## src/rtl/adc_sif_pkg.sv

```systemverilog
package adc_sif_pkg;

    localparam int RISE_W = 8;

    typedef enum logic [1:0] {
        PM_NORMAL  = 2'b00,
        PM_PARTIAL = 2'b01,
        PM_FULL    = 2'b10
    } pmode_e;

    typedef enum logic [1:0] {
        FK_IGNORE = 2'b00,
        FK_SHORT  = 2'b01,
        FK_LONG   = 2'b10
    } fkind_e;

    typedef struct packed {
        logic              done;
        logic [RISE_W-1:0] rises;
    } frame_end_t;

    function automatic fkind_e classify(input logic [RISE_W-1:0] n,
                                        input logic [RISE_W-1:0] short_min,
                                        input logic [RISE_W-1:0] long_min);
        if (n >= long_min)       return FK_LONG;
        else if (n >= short_min) return FK_SHORT;
        else                     return FK_IGNORE;
    endfunction

    function automatic pmode_e next_mode(input pmode_e cur, input fkind_e k);
        pmode_e nm;
        nm = cur;
        case (cur)
            PM_NORMAL:  if (k == FK_SHORT) nm = PM_PARTIAL;
            PM_PARTIAL: if (k == FK_SHORT) nm = PM_FULL;
                        else if (k == FK_LONG) nm = PM_NORMAL;
            PM_FULL:    if (k == FK_LONG) nm = PM_NORMAL;
            default:    nm = PM_NORMAL;
        endcase
        return nm;
    endfunction

endpackage

```

## src/rtl/adc_sif_sync.sv

```systemverilog
module adc_sif_sync #(
    parameter int              W       = 2,
    parameter int              STAGES  = 2,
    parameter logic [W-1:0]    RST_VAL = '0
) (
    input  logic         clk,
    input  logic         rst,
    input  logic [W-1:0] din,
    output logic [W-1:0] level,
    output logic [W-1:0] rise,
    output logic [W-1:0] fall
);
    genvar b;
    generate
        for (b = 0; b < W; b++) begin : g_bit
            logic [STAGES-1:0] chain;
            logic              prev;
            always_ff @(posedge clk) begin
                if (rst) begin
                    chain <= {STAGES{RST_VAL[b]}};
                    prev  <= RST_VAL[b];
                end else begin
                    chain <= {chain[STAGES-2:0], din[b]};
                    prev  <= chain[STAGES-1];
                end
            end
            assign level[b] = chain[STAGES-1];
            assign rise[b]  = chain[STAGES-1] & ~prev;
            assign fall[b]  = ~chain[STAGES-1] & prev;
        end
    endgenerate
endmodule

```

## src/rtl/adc_sif_frame.sv

```systemverilog
module adc_sif_frame
    import adc_sif_pkg::*;
#(
    parameter int DATA_W    = 10,
    parameter int LEAD_BITS = 3,
    parameter int FRAME_LEN = 16,
    parameter bit BIPOLAR   = 1'b0
) (
    input  logic              clk,
    input  logic              rst,
    input  logic              cs_rise,
    input  logic              cs_fall,
    input  logic              sck_rise,
    input  logic              sck_fall,
    input  logic [DATA_W-1:0] sample,
    input  logic              invalid,
    output logic              sdo,
    output logic              sdo_oe,
    output frame_end_t        fend
);
    localparam int TAIL  = FRAME_LEN - LEAD_BITS - DATA_W;
    localparam int POS_W = $clog2(FRAME_LEN + 1);
    localparam int IDX_W = $clog2(FRAME_LEN);
    localparam logic [RISE_W-1:0] RISE_MAX = '1;

    logic                 active;
    logic [POS_W-1:0]     pos;
    logic [RISE_W-1:0]    rises;
    logic [FRAME_LEN-1:0] word;
    logic                 done;
    logic [DATA_W-1:0]    code;
    logic [FRAME_LEN-1:0] word_nx;
    logic [POS_W-1:0]     idx;

    generate
        if (BIPOLAR) begin : g_twos
            assign code = sample ^ (DATA_W'(1) << (DATA_W - 1));
        end else begin : g_straight
            assign code = sample;
        end
    endgenerate

    always_comb begin
        word_nx = (FRAME_LEN'(code) << TAIL) | (FRAME_LEN'(invalid) << (TAIL - 1));
    end

    always_ff @(posedge clk) begin
        if (rst) begin
            active <= 1'b0;
            pos    <= '0;
            rises  <= '0;
            word   <= '0;
            done   <= 1'b0;
        end else begin
            done <= 1'b0;
            if (cs_fall) begin
                active <= 1'b1;
                pos    <= '0;
                rises  <= '0;
                word   <= word_nx;
            end else if (cs_rise) begin
                done   <= active;
                active <= 1'b0;
            end else if (active) begin
                if (sck_rise && rises != RISE_MAX) rises <= rises + 1'b1;
                if (sck_fall && pos != POS_W'(FRAME_LEN)) pos <= pos + 1'b1;
            end
        end
    end

    assign idx    = POS_W'(FRAME_LEN - 1) - pos;
    assign sdo    = (active && pos < POS_W'(FRAME_LEN)) ? word[idx[IDX_W-1:0]] : 1'b0;
    assign sdo_oe = active;
    assign fend.done  = done;
    assign fend.rises = rises;

    AST_OE_DROP:  assert property (@(posedge clk) disable iff (rst)
                      cs_rise |=> !sdo_oe);
    AST_POS_OPEN: assert property (@(posedge clk) disable iff (rst)
                      cs_fall |=> (sdo_oe && pos == '0 && rises == '0));
    AST_WORD_HOLD: assert property (@(posedge clk) disable iff (rst)
                      (active && !cs_fall) |=> $stable(word));
endmodule

```

## src/rtl/adc_sif_pwr.sv

```systemverilog
module adc_sif_pwr
    import adc_sif_pkg::*;
#(
    parameter int SHORT_MIN  = 4,
    parameter int LONG_MIN   = 14,
    parameter int REC_CYCLES = 200000
) (
    input  logic       clk,
    input  logic       rst,
    input  frame_end_t fend,
    output pmode_e     mode,
    output logic       ref_en,
    output logic       ready
);
    localparam int REC_W = $clog2(REC_CYCLES + 1);
    localparam logic [RISE_W-1:0] SMIN = RISE_W'(SHORT_MIN);
    localparam logic [RISE_W-1:0] LMIN = RISE_W'(LONG_MIN);

    pmode_e           mode_q;
    logic [REC_W-1:0] rec_cnt;
    fkind_e           kind;
    pmode_e           mode_nx;

    assign kind    = classify(fend.rises, SMIN, LMIN);
    assign mode_nx = next_mode(mode_q, kind);

    always_ff @(posedge clk) begin
        if (rst) begin
            mode_q  <= PM_NORMAL;
            rec_cnt <= '0;
        end else begin
            if (fend.done) mode_q <= mode_nx;
            if (fend.done && mode_q == PM_FULL && kind == FK_LONG)
                rec_cnt <= REC_W'(REC_CYCLES);
            else if (rec_cnt != '0)
                rec_cnt <= rec_cnt - 1'b1;
        end
    end

    assign mode   = mode_q;
    assign ref_en = (mode_q != PM_FULL);
    assign ready  = (mode_q != PM_FULL) && (rec_cnt == '0);

    AST_PPD_ENTRY: assert property (@(posedge clk) disable iff (rst)
        (fend.done && mode_q == PM_NORMAL && fend.rises >= SMIN && fend.rises < LMIN)
        |=> mode_q == PM_PARTIAL);
    AST_FPD_ENTRY: assert property (@(posedge clk) disable iff (rst)
        (fend.done && mode_q == PM_PARTIAL && fend.rises >= SMIN && fend.rises < LMIN)
        |=> (mode_q == PM_FULL && !ref_en && !ready));
    AST_FPD_HOLD: assert property (@(posedge clk) disable iff (rst)
        (fend.done && mode_q == PM_FULL && fend.rises < LMIN)
        |=> mode_q == PM_FULL);
    AST_REC_START: assert property (@(posedge clk) disable iff (rst)
        (fend.done && mode_q == PM_FULL && fend.rises >= LMIN)
        |=> (mode_q == PM_NORMAL && ref_en && !ready));
endmodule

```

## src/rtl/adc_sif_ctrl.sv

```systemverilog
module adc_sif_ctrl
    import adc_sif_pkg::*;
#(
    parameter int DATA_W      = 10,
    parameter int LEAD_BITS   = 3,
    parameter int FRAME_LEN   = 16,
    parameter int SHORT_MIN   = 4,
    parameter int LONG_MIN    = 14,
    parameter int REC_CYCLES  = 200000,
    parameter bit BIPOLAR     = 1'b0,
    parameter int SYNC_STAGES = 2
) (
    input  logic              clk,
    input  logic              rst,
    input  logic              cnv_n,
    input  logic              sck,
    input  logic [DATA_W-1:0] sample,
    output logic              sdo,
    output logic              sdo_oe,
    output logic [1:0]        mode,
    output logic              ref_en,
    output logic              ready
);
    logic [1:0] lvl, rse, fll;
    frame_end_t fend;
    pmode_e     pm;

    adc_sif_sync #(.W(2), .STAGES(SYNC_STAGES), .RST_VAL(2'b10)) u_sync (
        .clk(clk), .rst(rst), .din({cnv_n, sck}),
        .level(lvl), .rise(rse), .fall(fll)
    );

    adc_sif_frame #(
        .DATA_W(DATA_W), .LEAD_BITS(LEAD_BITS),
        .FRAME_LEN(FRAME_LEN), .BIPOLAR(BIPOLAR)
    ) u_frame (
        .clk(clk), .rst(rst),
        .cs_rise(rse[1]), .cs_fall(fll[1]),
        .sck_rise(rse[0]), .sck_fall(fll[0]),
        .sample(sample), .invalid(!ready),
        .sdo(sdo), .sdo_oe(sdo_oe), .fend(fend)
    );

    adc_sif_pwr #(
        .SHORT_MIN(SHORT_MIN), .LONG_MIN(LONG_MIN), .REC_CYCLES(REC_CYCLES)
    ) u_pwr (
        .clk(clk), .rst(rst), .fend(fend),
        .mode(pm), .ref_en(ref_en), .ready(ready)
    );

    assign mode = pm;

    AST_OE_CS_HIGH: assert property (@(posedge clk) disable iff (rst)
        (lvl[1] && $past(lvl[1])) |-> !sdo_oe);
endmodule

```

## config.mk

```make
export PLATFORM = sky130hd
export DESIGN_NAME = adc_sif_ctrl
export DESIGN_NICKNAME = d
export VERILOG_FILES = /design/src/rtl/adc_sif_pkg.sv /design/src/rtl/adc_sif_sync.sv /design/src/rtl/adc_sif_frame.sv /design/src/rtl/adc_sif_pwr.sv /design/src/rtl/adc_sif_ctrl.sv
export SDC_FILE = /design/constraint.sdc
export NUM_CORES = 1
export LEC_CHECK = 0
export ABC_AREA = 1
export BUFFER_PORTS_ARGS = -buffer_cell sky130_fd_sc_hd__buf_2
export CORE_ASPECT_RATIO = 0.9
export CORE_MARGIN = 3
export CORE_UTILIZATION = 59
export DETAILED_ROUTE_END_ITERATION = 16
export PLACE_DENSITY = 0.78
export SLEW_MARGIN = 20
export SYNTH_ARGS = -nofsm -noshare
export SYNTH_HDL_FRONTEND = slang
export SYNTH_SLANG_ARGS = --single-unit
```

## constraint.sdc

```tcl
create_clock -name clk -period 1.5 [get_ports clk]
set_input_delay 0.075 -clock clk [delete_from_list [all_inputs] [get_ports clk]]
set_output_delay 0.075 -clock clk [all_outputs]
set_load 0.005 [all_outputs]
```

=== Yosys cells after proc, flatten, opt, wreduce, memory -nomap -nowiden ===
Cells that the tools add are included.

* Bits of input ports: 14
* Register bits: 57

* Add/subtract/negate cells: 4
* Reduce and logical (&&, ||, !) cells: 18
* Bitwise operators: 10
* Muxes and demuxes: 13
* Order comparisons: 4
* Equality and inequality tests: 8

{| class="wikitable"
|+ Operators with widths
! cell !! count
|-
| two-way mux 18 bit || 2
|-
| zero test 18 bit || 1
|-
| nonzero test 18 bit || 1
|-
| subtractor 18 x 1 -> 18 bit (second input constant) || 1
|-
| bitwise OR 13 x 3 -> 13 bit || 1
|-
| adder 8 x 1 -> 8 bit (second input constant) || 1
|-
| greater-or-equal comparator 8 x 3 -> 1 bit (second input constant) || 1
|-
| greater-or-equal comparator 8 x 4 -> 1 bit (second input constant) || 1
|-
| two-way mux 2 bit || 4
|-
| != test 8 bit (second input constant) || 1
|-
| logical AND 1 bit || 6
|-
| one-hot mux 2 bit (3 select lines) || 1
|-
| AND reduction 3 bit || 2
|-
| adder 5 x 1 -> 5 bit (second input constant) || 1
|-
| < comparator 4 x 5 -> 1 bit (second input constant) || 1
|-
| < comparator 5 bit (second input constant) || 1
|-
| two-way mux 1 bit || 5
|-
| != test 5 bit (second input constant) || 1
|-
| NOT 1 bit || 5
|-
| AND 1 bit || 4
|-
| binary-select mux 1 bit (select 4 bit) || 1
|-
| == test 2 x 1 -> 1 bit (second input constant) || 2
|-
| == test 2 bit (second input constant) || 2
|-
| nonzero test 2 bit || 2
|-
| other kinds (8) || 9
|}

=== Logic depth before layout (Yosys ltp) ===
Gate-level depths: netlist of the first run.

* Depth after elaboration: 7
* Gate-level depth with buffers: 10
* Gate-level depth less buffers: 10

=== Cells and area by module ===
Synthesis of the first run repeated with hierarchy kept, for this count alone.

* Cell total of the unflattened synthesis: 383
* Area, all modules: 2757.6 um^2

{| class="wikitable"
|+ By module, submodules not included
! module !! cells each !! area an instance (um^2) !! times used
|-
| adc_sif_frame || 179 || 1311.3 || 1
|-
| adc_sif_pwr || 176 || 1236.2 || 1
|-
| adc_sif_sync || 27 || 206.4 || 1
|-
| adc_sif_ctrl || 1 || 3.8 || 1
|}

=== Least setup slack after synthesis of the first run ===
Ideal clock, no wire load.

* Kind: reg-to-reg
* From: reg u_pwr.rec_cnt[0]
* To: reg u_pwr.rec_cnt[6]
* Clock period less this slack: 1.331 ns
* Setup time: 0.132 ns
* Stages on the path, launching flop included: 8
* Arrival: 1.199 ns
* Slack: 0.169 ns
* Data required time: 1.368 ns
* Cell sequence: dfxtp_1 > inv_1 > ha_1 > nand2_2 > nor2_1 > or2_2 > nand3_1 > a21oi_1

* Cells in the longest elaborated chain, start to end: 3
* Elaborated cells between the ends (all ways): 5
* Those cells by class: add/sub: 1; mux: 2; reduce/logical: 2

{| class="wikitable"
|+ Ends and longest elaborated chain
! item !! RTL line !! text
|-
| start, declared || adc_sif_pwr.sv:20 || <nowiki>logic [REC_W-1:0] rec_cnt;</nowiki>
|-
| start signal, assigned || adc_sif_pwr.sv:34 || <nowiki>rec_cnt <= REC_W'(REC_CYCLES);</nowiki>
|-
| start signal, assigned || adc_sif_pwr.sv:36 || <nowiki>rec_cnt <= rec_cnt - 1'b1;</nowiki>
|-
| subtractor 18 x 1 -> 18 bit || adc_sif_pwr.sv:36 ||
|-
| two-way mux 18 bit || adc_sif_pwr.sv:35 || <nowiki>else if (rec_cnt != '0)</nowiki>
|-
| two-way mux 18 bit || adc_sif_pwr.sv:33 || <nowiki>if (fend.done && mode_q == PM_FULL && kind == FK_LONG)</nowiki>
|}

Parallel ways exist; a longest one is shown, timed or not. The select of a mux whose other input is x is not followed.
A chain may end at the register's enable or synchronous reset.

=== Worst setup path in the final report of the first run ===
* From: reg u_pwr.rec_cnt[11]
* To: out ready

* Cells in the longest elaborated chain, start to end: 2

{| class="wikitable"
|+ Ends and longest elaborated chain
! item !! RTL line !! text
|-
| zero test 18 bit || adc_sif_pwr.sv:42 || <nowiki>assign ready = (mode_q != PM_FULL) && (rec_cnt == '0);</nowiki>
|-
| logical AND 1 bit || adc_sif_pwr.sv:42 ||
|-
| end, declared || adc_sif_ctrl.sv:22 || <nowiki>output logic ready</nowiki>
|}

No other way between the ends.

==> results.json, run 1 <==
{
  "synth_cells": 361,
  "worst_setup_path_end_kind": "output pin",
  "clock_skew_ns": 0.00987,
  "min-delay-start": "rst",
  "timing.final.crit_share_pct": 103,
  "final_nets": 434,
  "min_period_ns": 1.54,
  "setup_slack_ns": -0.0415,
  "n_fill_cell": 275,
  "p_per_area_nw_per_um2": 1810,
  "cts.clk_slew.worst_paths_ns": 0.10,
  "final_common_cell": "nand2_1",
  "setup_viol": 2,
  "yosys_warnings": 0,
  "cp-start-kind": "flip-flop",
  "tns_ns": -0.0828,
  "cts_max_level": 2,
  "drt_drc_violations_left": 0,
  "ant_nets": 0,
  "drive_gt1_share_pct": 27.1,
  "seqCellArea_sq_um": 1050,
  "tritoncts": "built",
  "hold_viol_final": 0,
  "r2r_cells": 9,
  "cp_max_fo": 4,
  "io_buffers": 19,
  "muxShareOfSynthArea_pct": 0,
  "avgViaCountPerCell": 5.38,
  "fp-row-count": 22,
  "peakVddDrop_uv": 1070,
  "r2r-end": "u_frame.rises[3]",
  "reg2reg_from": "u_frame.rises[0]",
  "power.leakage_nw": 1.43,
  "die_y_microns": 69.7,
  "criticalPathCategory": "reg -> out",
  "utilization_pct": 78.9,
  "violations": "negative setup slack",
  "synthSimpleGateAreaFrac_pct": 31.9,
  "cts.sinks": 52,
  "gr-total-overflow": 0,
  "required_ns": 1.42,
  "seq_area_frac_synth_pct": 39.2,
  "multi_input_area_sq_um": 1530,
  "area.growth.synth_to_final_pct": 25.1,
  "top_level_ports": 20,
  "synth_top_family_by_area": "simple AND/OR/NAND/NOR gates",
  "reg2reg_slack_ns": 0.01,
  "synth_area_sq_um": 2660,
  "synthTopCellsByArea": "dfxtp_1 (39%), nand2_1 (11%), nor2_1 (7.3%), inv_1 (4.9%), a21oi_1 (4.5%)",
  "yosysTopAreaCellShare_pct": 39.2,
  "cts_made_buffers": 5,
  "die_area_sq_um": 5340,
  "final_max_slew_viol_count": 0,
  "fmax_mhz": 649,
  "status": "finished, violations left",
  "gp_congestion": 0.912,
  "vias": 2550,
  "insertion_delay_ns": 0.31,
  "cp.arrival_ns": 1.47,
  "yosys.area.top_type": "dfxtp_1",
  "n_antenna_cell": 0,
  "routedWlPerCell_microns": 14.6,
  "ys_async_sr_fraction_pct": 0,
  "whs_endpoint": "u_sync.g_bit[0].prev",
  "grt_max_degree": 17,
  "hold_depth": 2,
  "postPlaceCellArea_sq_um": 2810,
  "final_cell_mix": "nand2_1 (76), nor2_1 (45), dfxtp_1 (45)",
  "cts_root_buffer": "clkbuf_8",
  "synth_nets": 382,
  "start_util_pct": 63.1,
  "ys_types": 37,
  "final_cell_area_sq_um": 3320,
  "synth-seq-cells": 52,
  "design.core.area_sq_um": 4210,
  "tightest_slew_ns": 0.401,
  "track_usage_pct": 24.3,
  "clk_path_buf_depth": 2,
  "ys.flop_type": "dfxtp_1",
  "wirelength_microns": 6920,
  "synth_edf_count": 0,
  "hp-class": "in -> reg",
  "slew_headroom_pct": 73.2,
  "antenna_found_initial": 0,
  "drt_iter0_markers": 344,
  "grt_pass1_wl_microns": 10600,
  "place_hpwl_microns": 4320,
  "synth-compound-area-share_pct": 13.4,
  "drtPass1Iterations": 6,
  "die_w_microns": 76.7,
  "synthAdderAreaFrac_pct": 3.30,
  "max_cap_viol_count": 0,
  "yosys.area_share.xor_xnor_pct": 4.29,
  "synth.avg_cell_area_sq_um": 7.36,
  "grt_pass1_vias": 2202,
  "rsz0062_at_grt": "yes"
}
synthesized netlist by cell type (3+ instances only):
cell      n
a21oi_1  24
a21oi_2   4
a22o_1    6
buf_2     3
dfxtp_1  52
ha_1      7
inv_1    35
inv_2     7
nand2_1  79
nand2_2   5
nand3_1  19
nand4_1   3
nor2_1   52
nor2_2    6
nor2_4    3
nor3_1    3
o21ai_0  11
o21ai_1   5
or2_2     3
xnor2_1   5
xor2_1    8
sequential cells by signal, summed over array words and instances (netlist names):
register	cells
u_pwr.rec_cnt	18
u_frame.word	11
u_frame.rises	8
u_frame.pos	5
u_sync.g_bit.chain	4
u_pwr.mode	2
u_sync.g_bit.prev	2
u_frame.done	1
u_frame.sdo_oe	1
cell type report:
| cell class | count | share of cell area, % |
|---|---|---|
| tap | 60 | 2.26 |
| inverter | 43 | 5.08 |
| timing repair buffer | 51 | 11.5 |
| sequential | 52 | 31.8 |
| clock inverter | 2 | 1.17 |
| multi-input combinational | 260 | 46.1 |
| clock buffer | 6 | 2.18 |
critical path: stages, from the launching register on:
cell and delay [ns]:
dfxtp_1 0.35, nor2_2 0.17, nand2_2 0.13, nor2_8 0.16
nand3_4 0.10, a21oi_4 0.12, buf_2 0.13
metrics by stage:
stage | worst slack (ns) | power [W] | cells | hold slack (ns)
after floorplan | 0.169 | 0.00381 | 361 | 0.144
final | -0.0415 | 0.00601 | 474 | 0.112
after global routing | -0.126 | 0.00637 | 474 | 0.140
after CTS | -0.0439 | 0.00547 | 461 | 0.114
after global placement | 0.0469 | 0.00418 | 437 | 0.263
after detailed placement | -0.0325 | 0.00424 | 437 | 0.270
routing by layer:
metal / wire [microns] / track usage (%) / part of all wire [%] / up-vias
met5: 0 / 0 / 0 / -
met4: 94 / 6.44 / 1.4 / 0
met3: 420 / 4.81 / 6.1 / 10
met2: 3350 / 39.6 / 48 / 111
met1: 3050 / 32.8 / 44 / 1175
li1: - / - / - / 1254
where the power goes:
part	leakage, nW	total [W]	switching (W)	internal, W
clock network	0.0558	0.000998	0.000493	0.000505
registers	0.427	0.00190	0.000276	0.00162
logic	0.947	0.00311	0.00178	0.00133
how the worst max path moves through the flow:
stage | endpoint | cells after the start | startpoint | slack (ns)
finish | ready | 6 | u_pwr.rec_cnt[11] | -0.04
global route | ready | 6 | u_pwr.rec_cnt[9] | -0.13
CTS | ready | 6 | u_pwr.rec_cnt[9] | -0.04
detailed placement | u_frame.rises[5] | 10 | u_frame.rises[1] | -0.03
global placement | ready | 7 | u_pwr.rec_cnt[0] | 0.05
floorplan | u_pwr.rec_cnt[6] | 7 | u_pwr.rec_cnt[0] | 0.17
what timing repair did:
action	in CTS	in global routing
pin swaps	5	11
hold buffers	12	0
endpoints found under the hold margin	12	0
endpoints found under the setup margin	4	20
gates cloned	0	1
buffers inserted	4	12
gates resized for setup	20	23
cells by family after synthesis:
group | Yosys count
AND/OR/NAND/NOR | 182
flip-flops | 52
XOR/XNOR | 13
buffers and inverters | 50
AO/OA/AOI/OAI | 57
adder cells (fa/ha/maj) | 7
Note: power is estimated with default switching activity, not from simulation.
==> run 2: changes to the inputs <==
- CORE_UTILIZATION: 59 -> 50
- PLACE_DENSITY: 0.78 -> 0.68
==> run 2 against run 1 <==
- the flow now finishes without violations
- flip-flop and latch count is the same
- first-iteration DRC count fell by 39%
- via count shrank 5.2%
- sequential power hardly changed
- core utilization fell by 14 points
- global-route usage decreased by 5.2 points
- die area is 16% higher
- cell area is 2.5% lower
- non-clock buffer count is 5 lower
- cell count is 0.21% lower
- routed wire length shrank 12%
- hold slack improved by 0.027 ns
- largest power group unchanged
==> results.json, run 2 (same netlist as run 1, synthesis figures left out) <==
{
  "reg2reg_from": "u_pwr.rec_cnt[0]",
  "avgViaCountPerCell": 5.11,
  "ant_nets": 0,
  "fmax_mhz": 676,
  "grt_max_degree": 17,
  "pre_cts_ws_ns": 0.0314,
  "r2r-end": "u_pwr.rec_cnt[6]",
  "p_per_area_nw_per_um2": 1740,
  "area.growth.synth_to_final_pct": 22.0,
  "pwr-share-clk_pct": 14.8,
  "reg_top3": "u_pwr.rec_cnt: 18 flops, u_frame.word: 11 flops, u_frame.rises: 8 flops",
  "fin_cells": 473,
  "hp-class": "in -> reg",
  "status": "finished, final reports clean",
  "power.leakage_nw": 1.40,
  "combinationalPowerShare_pct": 51.7,
  "reg2reg_slack_ns": 0.08,
  "io_buffers": 19,
  "drt_iter0_markers": 211,
  "r2r_cells": 7,
  "die_y_microns": 75.1,
  "clk_path_buf_depth": 2,
  "final_cell_area_sq_um": 3240,
  "critical_path.endpoint": "ready",
  "final_max_slew_viol_count": 0,
  "design.core.area_sq_um": 4980,
  "routedWlPerCell_microns": 12.9,
  "cts.clk_slew.worst_paths_ns": 0.09,
  "tightest_slew_ns": 0.310,
  "final_nets": 428,
  "drt_drc_violations_left": 0,
  "setup_slack_ns": 0.0212,
  "wirelength_microns": 6100,
  "cp.arrival_ns": 1.40,
  "max_cap_viol_count": 0,
  "worst_setup_path_end_kind": "output pin",
  "drtPass1Iterations": 4,
  "grt_pass1_vias": 2211,
  "gr-total-overflow": 0,
  "total_power_w": 0.00564,
  "peakVddDrop_uv": 1170,
  "final_cell_mix": "nand2_1 (76), nor2_1 (42), dfxtp_1 (42)",
  "min_period_ns": 1.48,
  "power.share.sequential_pct": 33.5,
  "cp_max_fo": 4,
  "tns_ns": 0,
  "grt_pass1_wl_microns": 9830,
  "n_antenna_cell": 0,
  "criticalPathCategory": "reg -> out",
  "min-delay-start": "rst",
  "top_level_ports": 20,
  "place_inst": 443,
  "cts_max_level": 2,
  "p_sw_w": 0.00241,
  "p_sw_share_pct": 42.7,
  "fp-row-count": 24,
  "largest_reg_flops": 18,
  "cts_root_buffer": "clkbuf_8",
  "final_common_cell": "nand2_1",
  "die_w_microns": 82.8,
  "cp-start-kind": "flip-flop",
  "p_int_w": 0.00323,
  "track_usage_pct": 19.2,
  "required_ns": 1.42,
  "vias": 2417,
  "tritoncts": "built",
  "gp_congestion": 0.866,
  "drive_gt1_share_pct": 27.0,
  "timing.final.crit_share_pct": 98.6,
  "cts_made_buffers": 5,
  "slew_headroom_pct": 79.3,
  "hold_viol_final": 0,
  "crit_path_start": "u_pwr.rec_cnt[0]",
  "place_hpwl_microns": 4220,
  "clock_skew_ns": 0.00639,
  "insertion_delay_ns": 0.30,
  "postPlaceCellArea_sq_um": 2840,
  "top_register": "u_pwr.rec_cnt",
  "die_area_sq_um": 6220,
  "antenna_found_initial": 0,
  "rsz0062_at_grt": "yes",
  "start_util_pct": 53.3,
  "setup_viol": 0,
  "cts.sinks": 52
}
==> run 2: worst max-delay path, cell delays in order, from the launching register on <==
cell     delay [ns]
dfxtp_2        0.34
inv_4          0.07
ha_4           0.14
nand3_4        0.08
nor2_4         0.12
nand3_2        0.09
a21oi_2        0.13
buf_2          0.13
==> run 2: power groups by stage <==
stage,logic [W],clock network (W),registers [W]
floorplan,0.00200,0,0.00182
global placement,0.00233,0,0.00187
detailed placement,0.00239,0,0.00187
CTS,0.00249,0.000849,0.00185
global route,0.00322,0.000900,0.00192
finish,0.00291,0.000834,0.00189
==> run 2: per-layer routing <==
layer	global-route usage [%]	vias up	routed length (microns)
met5	0	-	0
met4	4.72	0	62
met3	4.05	4	232
met2	33.7	53	2890
met1	24.5	1111	2910
li1	-	1249	-
==> run 2: worst min-delay path by stage <==
stage                                     endpoint  cells after the start
after detailed placement  u_sync.g_bit[1].chain[0]                      2
after global placement    u_sync.g_bit[1].chain[0]                      2
final                     u_sync.g_bit[0].chain[1]                      2
after global routing      u_sync.g_bit[0].chain[0]                      2
after floorplan                      u_pwr.mode[1]                      1
after CTS                 u_sync.g_bit[0].chain[0]                      2
==> run 2: stage by stage <==
stage                     hold slack (ns)  util (%)
final                               0.139      65.0
after CTS                           0.126      61.7
after detailed placement            0.267      56.9
after global placement              0.257      56.9
after floorplan                     0.144         -
after global routing                0.152      65.0
==> run 2: final cells by class <==
class                      count  area, sq um
timing repair buffer          46          344
tap                           65         81.3
inverter                      43          169
multi-input combinational    259         1490
fill                         453         1750
sequential                    52         1060
clock buffer                   7         86.3
clock inverter                 1         7.51
==> run 2: repair_timing <==
action / 4_1_cts / 5_1_grt
setup buffers: 2 / 8
pin swaps: 2 / 11
hold endpoints to repair: 12 / 0
hold buffers: 12 / 0
endpoints found under the setup margin: 2 / 25
gates resized for setup: 6 / 41
